## src/rtl/spi_irq_pkg.sv

```systemverilog
package spi_irq_pkg;
  localparam int unsigned REG_AW = 3;

  typedef enum logic [REG_AW-1:0] {
    A_ISTATE = 3'd0,
    A_IEN    = 3'd1,
    A_ITEST  = 3'd2,
    A_EEN    = 3'd3,
    A_ESTAT  = 3'd4,
    A_VEN    = 3'd5,
    A_CSID   = 3'd6
  } reg_idx_e;

  localparam int unsigned IRQ_W   = 2;
  localparam int unsigned IRQ_ERR = 0;
  localparam int unsigned IRQ_EVT = 1;

  localparam int unsigned ERR_W     = 5;
  localparam int unsigned E_BUSY    = 0;
  localparam int unsigned E_OVER    = 1;
  localparam int unsigned E_UNDER   = 2;
  localparam int unsigned E_CMDBAD  = 3;
  localparam int unsigned E_CSIDBAD = 4;
  localparam logic [ERR_W-1:0] EEN_RST = '1;

  // event enable bit positions as seen at the register
  localparam int unsigned V_RXFULL  = 0;
  localparam int unsigned V_TXEMPTY = 1;
  localparam int unsigned V_READY   = 4;
  localparam int unsigned VEN_W     = 3;

  localparam int unsigned N_ERR_SRC = 3;
  localparam int unsigned N_EVT_SRC = 3;
endpackage

```

## src/rtl/spi_irq_prio.sv

```systemverilog
module spi_irq_prio #(
  parameter int unsigned N = 4
) (
  input  logic [N-1:0] req_i,
  output logic [N-1:0] gnt_o
);
  logic [N:0] seen;
  assign seen[0] = 1'b0;

  // index 0 has the highest priority
  for (genvar i = 0; i < N; i++) begin : g_chain
    assign seen[i+1] = seen[i] | req_i[i];
    assign gnt_o[i]  = req_i[i] & ~seen[i];
  end
endmodule

```

## src/rtl/spi_irq_line.sv

```systemverilog
module spi_irq_line #(
  parameter int unsigned N_SRC = 3
) (
  input  logic             clk_i,
  input  logic             rst_ni,
  input  logic             en_i,
  input  logic             test_i,
  input  logic [N_SRC-1:0] src_i,
  input  logic             sw_we_i,
  input  logic             sw_val_i,
  output logic             state_o
);
  localparam int unsigned N_REQ = N_SRC + 1;

  logic [N_REQ-1:0] req, gnt;
  logic             state_q, fire;

  assign req = {src_i, test_i};

  spi_irq_prio #(.N(N_REQ)) u_prio (
    .req_i (req),
    .gnt_o (gnt)
  );

  assign fire = en_i & ~state_q & (|gnt);

  always_ff @(posedge clk_i or negedge rst_ni) begin
    if (!rst_ni) state_q <= 1'b0;
    else         state_q <= (sw_we_i ? sw_val_i : state_q) | fire;
  end

  assign state_o = state_q;

  one_grant_chk: assert property (@(posedge clk_i) disable iff (!rst_ni)
    $onehot0(gnt));


  sticky_state_chk: assert property (@(posedge clk_i) disable iff (!rst_ni)
    state_q && !sw_we_i |=> state_q);


  no_rise_disabled_chk: assert property (@(posedge clk_i) disable iff (!rst_ni)
    !en_i && !sw_we_i && !state_q |=> !state_q);


  test_forces_chk: assert property (@(posedge clk_i) disable iff (!rst_ni)
    en_i && test_i && !state_q |=> state_q);
endmodule

```

## src/rtl/spi_csid_guard.sv

```systemverilog
module spi_csid_guard #(
  parameter int unsigned NUM_CS = 4,
  parameter int unsigned IDX_W  = 2,
  parameter int unsigned VAL_W  = 32
) (
  input  logic             clk_i,
  input  logic             rst_ni,
  input  logic             we_i,
  input  logic [VAL_W-1:0] val_i,
  output logic [IDX_W-1:0] csid_o,
  output logic             bad_o
);
  logic [IDX_W-1:0] csid_q;
  logic             out_of_range;

  assign out_of_range = val_i >= VAL_W'(NUM_CS);
  assign bad_o        = we_i & out_of_range;

  always_ff @(posedge clk_i or negedge rst_ni) begin
    if (!rst_ni)                    csid_q <= '0;
    else if (we_i && !out_of_range) csid_q <= val_i[IDX_W-1:0];
  end

  assign csid_o = csid_q;


  refused_keeps_csid_chk: assert property (@(posedge clk_i) disable iff (!rst_ni)
    bad_o |=> $stable(csid_o));
endmodule

```

## src/rtl/spi_irq_aggr.sv

```systemverilog
module spi_irq_aggr
  import spi_irq_pkg::*;
#(
  parameter int unsigned NUM_CS   = 4,
  parameter int unsigned DATA_W   = 32,
  parameter int unsigned CS_IDX_W = (NUM_CS > 1) ? $clog2(NUM_CS) : 1
) (
  input  logic                clk_i,
  input  logic                rst_ni,
  input  logic                reg_we_i,
  input  logic [REG_AW-1:0]   reg_addr_i,
  input  logic [DATA_W-1:0]   reg_wdata_i,
  output logic [DATA_W-1:0]   reg_rdata_o,
  input  logic                ready_i,
  input  logic                tx_empty_i,
  input  logic                rx_full_i,
  input  logic                cmd_busy_i,
  input  logic                tx_overflow_i,
  input  logic                rx_underflow_i,
  input  logic                cmd_inval_i,
  output logic [CS_IDX_W-1:0] csid_o,
  output logic                irq_err_o,
  output logic                irq_evt_o
);
  logic [IRQ_W-1:0] ien_q, itest_q, istate;
  logic [ERR_W-1:0] een_q, est_q, est_set;
  logic [VEN_W-1:0] ven_q;
  logic             wr_istate, wr_ien, wr_itest, wr_een, wr_estat, wr_ven, wr_csid;
  logic             csid_bad;
  logic [N_ERR_SRC-1:0] err_src;
  logic [N_EVT_SRC-1:0] evt_src;

  assign wr_istate = reg_we_i && (reg_addr_i == A_ISTATE);
  assign wr_ien    = reg_we_i && (reg_addr_i == A_IEN);
  assign wr_itest  = reg_we_i && (reg_addr_i == A_ITEST);
  assign wr_een    = reg_we_i && (reg_addr_i == A_EEN);
  assign wr_estat  = reg_we_i && (reg_addr_i == A_ESTAT);
  assign wr_ven    = reg_we_i && (reg_addr_i == A_VEN);
  assign wr_csid   = reg_we_i && (reg_addr_i == A_CSID);

  spi_csid_guard #(
    .NUM_CS (NUM_CS),
    .IDX_W  (CS_IDX_W),
    .VAL_W  (DATA_W)
  ) u_csid (
    .clk_i  (clk_i),
    .rst_ni (rst_ni),
    .we_i   (wr_csid),
    .val_i  (reg_wdata_i),
    .csid_o (csid_o),
    .bad_o  (csid_bad)
  );

  always_comb begin
    est_set            = '0;
    est_set[E_BUSY]    = cmd_busy_i;
    est_set[E_OVER]    = tx_overflow_i;
    est_set[E_UNDER]   = rx_underflow_i;
    est_set[E_CMDBAD]  = cmd_inval_i;
    est_set[E_CSIDBAD] = csid_bad;
  end

  always_ff @(posedge clk_i or negedge rst_ni) begin
    if (!rst_ni) begin
      ien_q   <= '0;
      itest_q <= '0;
      een_q   <= EEN_RST;
      est_q   <= '0;
      ven_q   <= '0;
    end else begin
      if (wr_ien)   ien_q   <= reg_wdata_i[IRQ_W-1:0];
      if (wr_itest) itest_q <= reg_wdata_i[IRQ_W-1:0];
      if (wr_een)   een_q   <= reg_wdata_i[ERR_W-1:0];
      if (wr_ven)   ven_q   <= {reg_wdata_i[V_READY], reg_wdata_i[V_TXEMPTY],
                                reg_wdata_i[V_RXFULL]};
      // hardware set wins over a software write
      est_q <= (wr_estat ? reg_wdata_i[ERR_W-1:0] : est_q) | est_set;
    end
  end

  // priority order: index 0 first
  assign err_src = {een_q[E_CSIDBAD] & est_q[E_CSIDBAD],
                    een_q[E_CMDBAD]  & est_q[E_CMDBAD],
                    een_q[E_BUSY]    & est_q[E_BUSY]};
  assign evt_src = {ven_q[0] & rx_full_i,
                    ven_q[1] & tx_empty_i,
                    ven_q[2] & ready_i};

  spi_irq_line #(.N_SRC(N_ERR_SRC)) u_err_line (
    .clk_i    (clk_i),
    .rst_ni   (rst_ni),
    .en_i     (ien_q[IRQ_ERR]),
    .test_i   (itest_q[IRQ_ERR]),
    .src_i    (err_src),
    .sw_we_i  (wr_istate),
    .sw_val_i (reg_wdata_i[IRQ_ERR]),
    .state_o  (istate[IRQ_ERR])
  );

  spi_irq_line #(.N_SRC(N_EVT_SRC)) u_evt_line (
    .clk_i    (clk_i),
    .rst_ni   (rst_ni),
    .en_i     (ien_q[IRQ_EVT]),
    .test_i   (itest_q[IRQ_EVT]),
    .src_i    (evt_src),
    .sw_we_i  (wr_istate),
    .sw_val_i (reg_wdata_i[IRQ_EVT]),
    .state_o  (istate[IRQ_EVT])
  );

  assign irq_err_o = istate[IRQ_ERR];
  assign irq_evt_o = istate[IRQ_EVT];

  always_comb begin
    reg_rdata_o = '0;
    unique case (reg_addr_i)
      A_ISTATE: reg_rdata_o[IRQ_W-1:0] = istate;
      A_IEN:    reg_rdata_o[IRQ_W-1:0] = ien_q;
      A_ITEST:  reg_rdata_o[IRQ_W-1:0] = itest_q;
      A_EEN:    reg_rdata_o[ERR_W-1:0] = een_q;
      A_ESTAT:  reg_rdata_o[ERR_W-1:0] = est_q;
      A_VEN: begin
        reg_rdata_o[V_RXFULL]  = ven_q[0];
        reg_rdata_o[V_TXEMPTY] = ven_q[1];
        reg_rdata_o[V_READY]   = ven_q[2];
      end
      A_CSID:   reg_rdata_o[CS_IDX_W-1:0] = csid_o;
      default:  reg_rdata_o = '0;
    endcase
  end


  pulse_lands_chk: assert property (@(posedge clk_i) disable iff (!rst_ni)
    cmd_inval_i |=> est_q[E_CMDBAD]);


  masked_err_quiet_chk: assert property (@(posedge clk_i) disable iff (!rst_ni)
    !irq_err_o && !wr_istate && !itest_q[IRQ_ERR] &&
    ((een_q & est_q & 5'b11001) == '0) |=> !irq_err_o);
endmodule

```

## config.mk

```make
export PLATFORM = sky130hd
export DESIGN_NAME = spi_irq_aggr
export DESIGN_NICKNAME = d
export VERILOG_FILES = /design/src/rtl/spi_irq_pkg.sv /design/src/rtl/spi_irq_prio.sv /design/src/rtl/spi_irq_line.sv /design/src/rtl/spi_csid_guard.sv /design/src/rtl/spi_irq_aggr.sv
export SDC_FILE = /design/constraint.sdc
export NUM_CORES = 1
export LEC_CHECK = 0
export ABC_AREA = 1
export BUFFER_PORTS_ARGS = -buffer_cell sky130_fd_sc_hd__buf_2
export CORE_MARGIN = 2
export CORE_UTILIZATION = 37
export CTS_CLUSTER_SIZE = 25
export DETAILED_ROUTE_END_ITERATION = 16
export PLACE_DENSITY = 0.8
export SLEW_MARGIN = 20
export SYNTH_ARGS = -nofsm -noshare
export SYNTH_HDL_FRONTEND = slang
export SYNTH_SLANG_ARGS = --single-unit
```

## constraint.sdc

```tcl
create_clock -name clk_i -period 1.05 [get_ports clk_i]
set_clock_uncertainty 0.05 [all_clocks]
set_input_delay 0.21 -clock clk_i [delete_from_list [all_inputs] [get_ports clk_i]]
set_output_delay 0.21 -clock clk_i [all_outputs]
set_load 0.01 [all_outputs]
```

### Yosys cells after proc, flatten, opt, wreduce, memory -nomap -nowiden

Index checks and enable logic that the tools add are counted.
Widths: inputs -> output; s select.

| cells by class | value |
|---|---|
| equal/unequal tests | 6 |
| multiplexer cells | 6 |
| bitwise gates (word level) | 32 |
| $lt $le $gt $ge | 1 |
| reduce and logical (&&, ||, !) cells | 12 |

Operators with widths:

| kind | number |
|---|---|
| $ge 32x3->1 const B | 1 |
| $and 1x1->1 | 17 |
| $pmux 2 s7 | 1 |
| $eq 3x3->1 const B | 3 |
| $logic_and 1x1->1 | 8 |
| $not 1->1 | 8 |
| $reduce_or 4->1 | 2 |
| $eq 3x2->1 const B | 2 |
| $or 1x1->1 | 6 |
| $mux 5 | 1 |
| $or 5x5->5 | 1 |
| $pmux 2 s2 | 1 |
| $eq 3x1->1 const B | 1 |
| $logic_not 3->1 | 1 |
| $pmux 1 s3 | 1 |
| $mux 1 | 2 |
| $logic_not 1->1 | 1 |

| storage, ports and cells | value |
|---|---|
| input port bits | 45 |
| word-level logic and storage cells | 65 |
| bits in registers | 21 |
| output and inout bits | 36 |

### Logic depth before layout (Yosys ltp)

Gate-level depths: netlist of run 1.

| depth | value |
|---|---|
| word-level depth | 8 |
| gate-level depth with buffers | 8 |
| depth with buffers taken out | 8 |

### By module

A second synthesis of run 1 with hierarchy kept.

| unflattened totals | value |
|---|---|
| cells, all modules | 263 |
| area total of the unflattened synthesis | 1729.2 um^2 |

By module, submodules not included:

| module | times used | seq. area each (um^2) | area an instance (um^2) | cells an instance |
|---|---|---|---|---|
| spi_irq_aggr | 1 | 431.7 | 1237.4 | 161 |
| spi_csid_guard | 1 | 50.0 | 284.0 | 62 |
| spi_irq_line | 2 | 25.0 | 66.3 | 11 |
| spi_irq_prio | 2 | 0.0 | 37.5 | 9 |

### Worst setup path before layout of run 1

OpenSTA, ideal clock, no wires.

| path | value |
|---|---|
| path type | input to output |
| start | input port reg_addr_i[0] |
| end | output port reg_rdata_o[1] |
| required time | 790 ps |
| arrival time | 827 ps |
| path slack | -37 ps |
| path buffers | 0 |
| cell stages on the path | 7 |
| path through | nor2_1 nand2_1 inv_1 nand2_1 nand2_1 nor2_1 nand3_1 |

| between the ends | value |
|---|---|
| longest elaborated chain between the ends | 2 |
| elaborated cells between the ends (all ways) | 8 |
| classes of those cells | 6 x eq/ne; 1 x mux; 1 x reduce/logical |

RTL lines:

| item | line | text |
|---|---|---|
| start, declared | spi_irq_aggr.sv:11 | `input logic [REG_AW-1:0] reg_addr_i,` |
| $eq 3x3->1 (tied with other cells) | spi_irq_aggr.sv:116 | `unique case (reg_addr_i)` |
| $pmux 2 s7 (*) | spi_irq_aggr.sv:116 |  |
| end, declared | spi_irq_aggr.sv:13 | `output logic [DATA_W-1:0] reg_rdata_o,` |

Every way passes the cells marked *; elsewhere a longest branch is shown, timed or not.

### Worst setup path after layout of run 1

| path | value |
|---|---|
| start | register een_q[0] |
| end | output port reg_rdata_o[0] |

| between the ends | value |
|---|---|
| longest elaborated chain between the ends | 1 |

RTL lines:

| item | line | text |
|---|---|---|
| start, declared | spi_irq_aggr.sv:26 | `logic [ERR_W-1:0] een_q, est_q, est_set;` |
| start signal, assigned | spi_irq_aggr.sv:73 | `if (wr_een) een_q <= reg_wdata_i[ERR_W-1:0];` |
| $pmux 2 s7 | spi_irq_aggr.sv:116 |  |

No other way between the ends.

==> results of run 1 <==
metal layers:
layer | vias up | GRT usage | routed length [um]
li1 | 798 | - | -
met1 | 728 | 0.206 | 1560
met2 | 47 | 0.327 | 1960
met3 | 5 | 0.0183 | 169
met4 | 0 | 0.0536 | 49
met5 | - | 0 | 0
through the flow:
stage                     TNS, ps  hold WS, ps  cell area, um^2  setup WS [ps]  std cells
after floorplan                 0         -136             1590           17.3        244
after global placement      -3110          138             1870           -290        340
after detailed placement    -3570          142             1870           -330        340
after CTS                   -2110         96.4             2020           -358        349
after global routing        -2960         97.6             2110           -413        354
final                       -2380         94.3             2110           -361        354
power by group through the flow:
stage | logic (uW) | registers, uW | clock network, uW
after floorplan | 408 | 1090 | 0
after global placement | 724 | 1070 | 0
after detailed placement | 743 | 1080 | 0
after CTS | 913 | 1060 | 528
after global routing | 1090 | 1090 | 583
final | 981 | 1070 | 530
Yosys cell counts:
library cell and n:
buf_4 27, a31o_2 2, dfrtp_1 16, o211ai_1 2, inv_2 2, mux2_2 2, nor2_1 28, a22o_2 2
nand2_4 1, dfstp_2 5, nand3b_1 4, nor3_1 2, o21ai_0 12, nand3_1 15, nor2_4 1, conb_1 1
a21oi_1 2, nand2_1 68, inv_1 26
how the worst max path moves through the flow:
stage	depth (start not counted)	to	slack, ps	start
after floorplan	4	reg_rdata_o[0]	20	een_q[0]$_DFFE_PN1P_
after global placement	7	reg_rdata_o[1]	-290	reg_addr_i[2]
after detailed placement	7	reg_rdata_o[1]	-330	reg_addr_i[2]
after CTS	5	reg_rdata_o[0]	-360	een_q[0]$_DFFE_PN1P_
after global routing	5	reg_rdata_o[1]	-410	itest_q[1]$_DFFE_PN0P_
final	5	reg_rdata_o[0]	-360	een_q[0]$_DFFE_PN1P_
critical path, delay by kind of cell, from the launching register on:
| family | cells | cell delay, ps |
|---|---|---|
| buffers and inverters | 1 | 130 |
| AND/OR/NAND/NOR | 4 | 220 |
| flip-flops | 1 | 550 |
final cells by class:
type | instances | area (um^2)
Multi-Input combinational cell | 168 | 795
Tap cell | 50 | 62.6
Timing Repair Buffer | 83 | 572
Fill cell | 370 | 1830
Inverter | 28 | 105
Clock buffer | 4 | 45.0
Sequential cell | 21 | 532
registers in the layout, indices dropped and copies added, names as in the netlist:
signal	count
u_err_line.state_o	1
ven_q	3
est_q	5
u_evt_line.state_o	1
itest_q	2
u_csid.csid_o	2
ien_q	2
een_q	5
logic make-up (layout without fill, tap and decap cells):
family,Yosys count,in the layout,share of synthesized area
simple gates,119,119,0.335
buf+inv,55,115,0.207
flops,21,21,0.358
compound gates,20,20,0.0825
mux,2,2,0.0152
other cells,1,27,0.00252
repair_timing:
item,CTS,global route
hold buffers,1,0
resized for setup,13,10
pin swaps,6,4
endpoints found under the hold margin,16,0
buffers inserted,7,5
setup endpoints to repair,10,17
==> out/qor.txt, run 1 <==
Setup crit start kind: register
IO buf count: 53
Worst Hold Class: in2reg
sw power: 788 uW
YS warnings: 0
P_int: 1790 uW
DP HPWL: 2930 um
clk root buf: clkbuf_8
biggest cell delay along the critical path: 550 ps
clk sinks: 21
Data required, critical path: 790 ps
Worst-path clk slew: 70 ps
leading area contributor after synthesis: dfrtp_1
routed length per instance: 10.6 um
hold path endpoint: est_q[1]$_DFF_PN0_
final worst slack: -361 ps
leakage: 0.00120 uW
leading cell type in the layout, fill and taps excluded: nand2_1
crit path kind: reg2out
Synth Register Bits: 21
Initial Util: 0.377
post-layout power: 2580 uW
failing checks: setup timing
vias in the first global route: 1,433
first drt pass iteration count: 4
Via density: 4.46
Hold Crit Depth: 2
max-slew violations: 0
DRC violations left: 0
outcome: complete, but fails checks
antenna-violating nets left: 0
Sw Share: 0.306
Period Utilization, post-route: 1.34
Diodes inserted: 0
sequential power share: 0.414
first-pass GRT wire length: 5990 um
IR Drop Worst-Case VDD: 0.654 mV
GRT Total Usage: 0.174
mapped cell area: 0.00149 mm^2
Post-Syn Area per Cell: 6.82 um^2
chip width: 67.4 um
sequential share of the synthesized area: 0.358
top post-synthesis cells by area: dfrtp_1, nand2_1, buf_4
crit-path cells: nand2_2, nand3_2, nor2_1, nand3_1, buf_2
cells after synthesis: 218
DR iter-0 viols: 96
CP arrival: 1150 ps
post-synth top area share: 0.269
# IOs: 81
Yosys cell types: 19
Reg2Reg Depth: 5
worst min-delay path startpoint: tx_overflow_i
Fmax: 709 MHz
final setup fails: 12
H-tree depth: 1
Core ar.: 0.00394 mm^2
Clock Latency Late Sink: 260 ps
commonest cells after routing, fill and taps aside: nand2_1, buf_2, nor2_1, conb_1, inv_1
power per cell area: 1220 mW/mm^2
largest net degree at the start of global routing: 22
Gate power share: 0.380
routed vias: 1,578
CP Max Fanout: 2
worst r2r src: een_q[4]$_DFFE_PN1P_
row cnt: 23
Crit Reg-Reg Endpoint: u_err_line.state_o$_DFF_PN0_
DIE HEIGHT: 67.4 um
die footprint: 0.00454 mm^2
reg2reg setup slack: -170 ps
CTS max path bufs: 2
drt total wl: 3750 um
Slowest-stage cell, CP: dfstp_2
utilization after layout: 0.535
nets: 350
Syn-to-layout area delta: 42.0%
CTS tree: built
total grt overflow: 0
Clock power frac: 0.206
gp weighted congestion: 0.886
share of layout cells above drive strength 1: 0.359
initial antenna violation count: 0
final hold vios: 0
cts bufs inserted: 3
Tmin final: 1410 ps
Critical Path End Type: output pin
total of max-cap violations: 0
RSZ-0062 raised after global routing: yes
Power figures use the tool's default switching activity.
==> run 2, diff against run 1 <==
- SETUP_SLACK_MARGIN: default -> 0.1
==> out/qor.txt, run 2 (synthesized netlist as in run 1, its figures left out) <==
crit path kind: reg2out
biggest registers after layout: een_q (5), est_q (5), ven_q (3)
share of layout cells above drive strength 1: 0.409
commonest cells after routing, fill and taps aside: nand2_1, buf_2, conb_1, nor2_1, inv_1
CP Max Fanout: 2
gp weighted congestion: 0.852
# IOs: 81
cts bufs inserted: 3
Data required, critical path: 790 ps
final hold vios: 0
Worst-path clk slew: 80 ps
Clock Latency Late Sink: 260 ps
pre-CTS WS: -293 ps
leakage: 0.00123 uW
post-layout power: 2700 uW
routed vias: 1,593
Via density: 4.51
vias in the first global route: 1,528
row cnt: 23
largest net degree at the start of global routing: 22
CTS max path bufs: 2
fill count: 349
first-pass GRT wire length: 6470 um
H-tree depth: 1
Setup crit start kind: register
Worst Hold Class: in2reg
antenna-violating nets left: 0
nets: 349
CP arrival: 1230 ps
max-slew violations: 0
clk sinks: 21
chip width: 67.4 um
drt total wl: 4000 um
CTS tree: built
TNS Setup: -2290 ps
total grt overflow: 0
placed cells: 340
Critical Path End Type: output pin
clk root buf: clkbuf_8
leading cell type in the layout, fill and taps excluded: nand2_1
final worst slack: -436 ps
Period Utilization, post-route: 1.42
outcome: complete, but fails checks
IR Drop Worst-Case VDD: 0.413 mV
Initial Util: 0.377
DIE HEIGHT: 67.4 um
total of max-cap violations: 0
IO buf count: 53
routed length per instance: 11.3 um
failing checks: setup timing
Tmin final: 1490 ps
power per cell area: 1200 mW/mm^2
final setup fails: 11
DP HPWL: 2910 um
Fmax: 673 MHz
GRT Total Usage: 0.191
first drt pass iteration count: 4
Diodes inserted: 0
initial antenna violation count: 0
die footprint: 0.00454 mm^2
Finished Layout Cells: 353
DRC violations left: 0
Core ar.: 0.00394 mm^2
RSZ-0062 raised after global routing: yes
Syn-to-layout area delta: 51.6%
DR iter-0 viols: 87
-- run 2: area by class of cell --
cell class              instances  area [um^2]  area share
multi-input cells             168          856       0.380
repair buffers                 82          638       0.283
well taps                      50         62.6      0.0278
clock buffers                   4         45.0      0.0200
inverters                      28          120      0.0533
flip-flops and latches         21          532       0.236
-- run 2: routing by layer --
layer,track usage,share of wire,vias up
met2,0.354,0.52,49
met3,0.0267,0.041,9
met5,0,0,-
met1,0.218,0.42,737
met4,0.0765,0.024,0
li1,-,-,798
-- run 2: metrics by stage --
stage | hold WS, ps | area [um^2] | util
after detailed placement | 140 | 1880 | 0.476
after floorplan | -136 | 1590 | -
after CTS | 81.5 | 2040 | 0.518
after global placement | 135 | 1880 | 0.476
after global routing | 100 | 2250 | 0.572
final | 76.2 | 2250 | 0.572
-- run 2: worst max-delay path, cell delays in order (launching register included) --
cell	delay (ps)
dfrtp_1	380
nand2_1	100
nand3_2	100
nor2_2	150
nand3_2	110
buf_6	130
-- run 2: report_power, final --
part           leakage [uW]  switching, uW  internal (uW)  total (uW)
Sequential         0.000238            107            978        1080
Clock             0.0000228            270            271         541
Combinational      0.000968            469            605        1070
Total               0.00123            846           1850        2700
-- run 2: repair_timing --
action	in CTS	in global routing
hold buffers	1	0
resized for setup	17	48
setup endpoints to repair	15	28
buffers inserted	6	7
endpoints found under the hold margin	16	0
pin swaps	5	12
-- run 2: final timing paths --
check / end / start / slack [ps] / cells after the start
setup / recovery: reg_rdata_o[1] / ien_q[1]$_DFFE_PN0P_ / -440 / 5
max in group asynchronous: een_q[0]$_DFFE_PN1P_ / rst_ni / 220 / 2
hold / removal: est_q[1]$_DFF_PN0_ / tx_overflow_i / 80 / 2
setup reg to reg: u_evt_line.state_o$_DFF_PN0_ / u_evt_line.state_o$_DFF_PN0_ / -90 / 6
min in group asynchronous: u_csid.csid_o[1]$_DFFE_PN0P_ / rst_ni / 370 / 2
hold reg to reg: een_q[1]$_DFFE_PN1P_ / een_q[1]$_DFFE_PN1P_ / 460 / 2
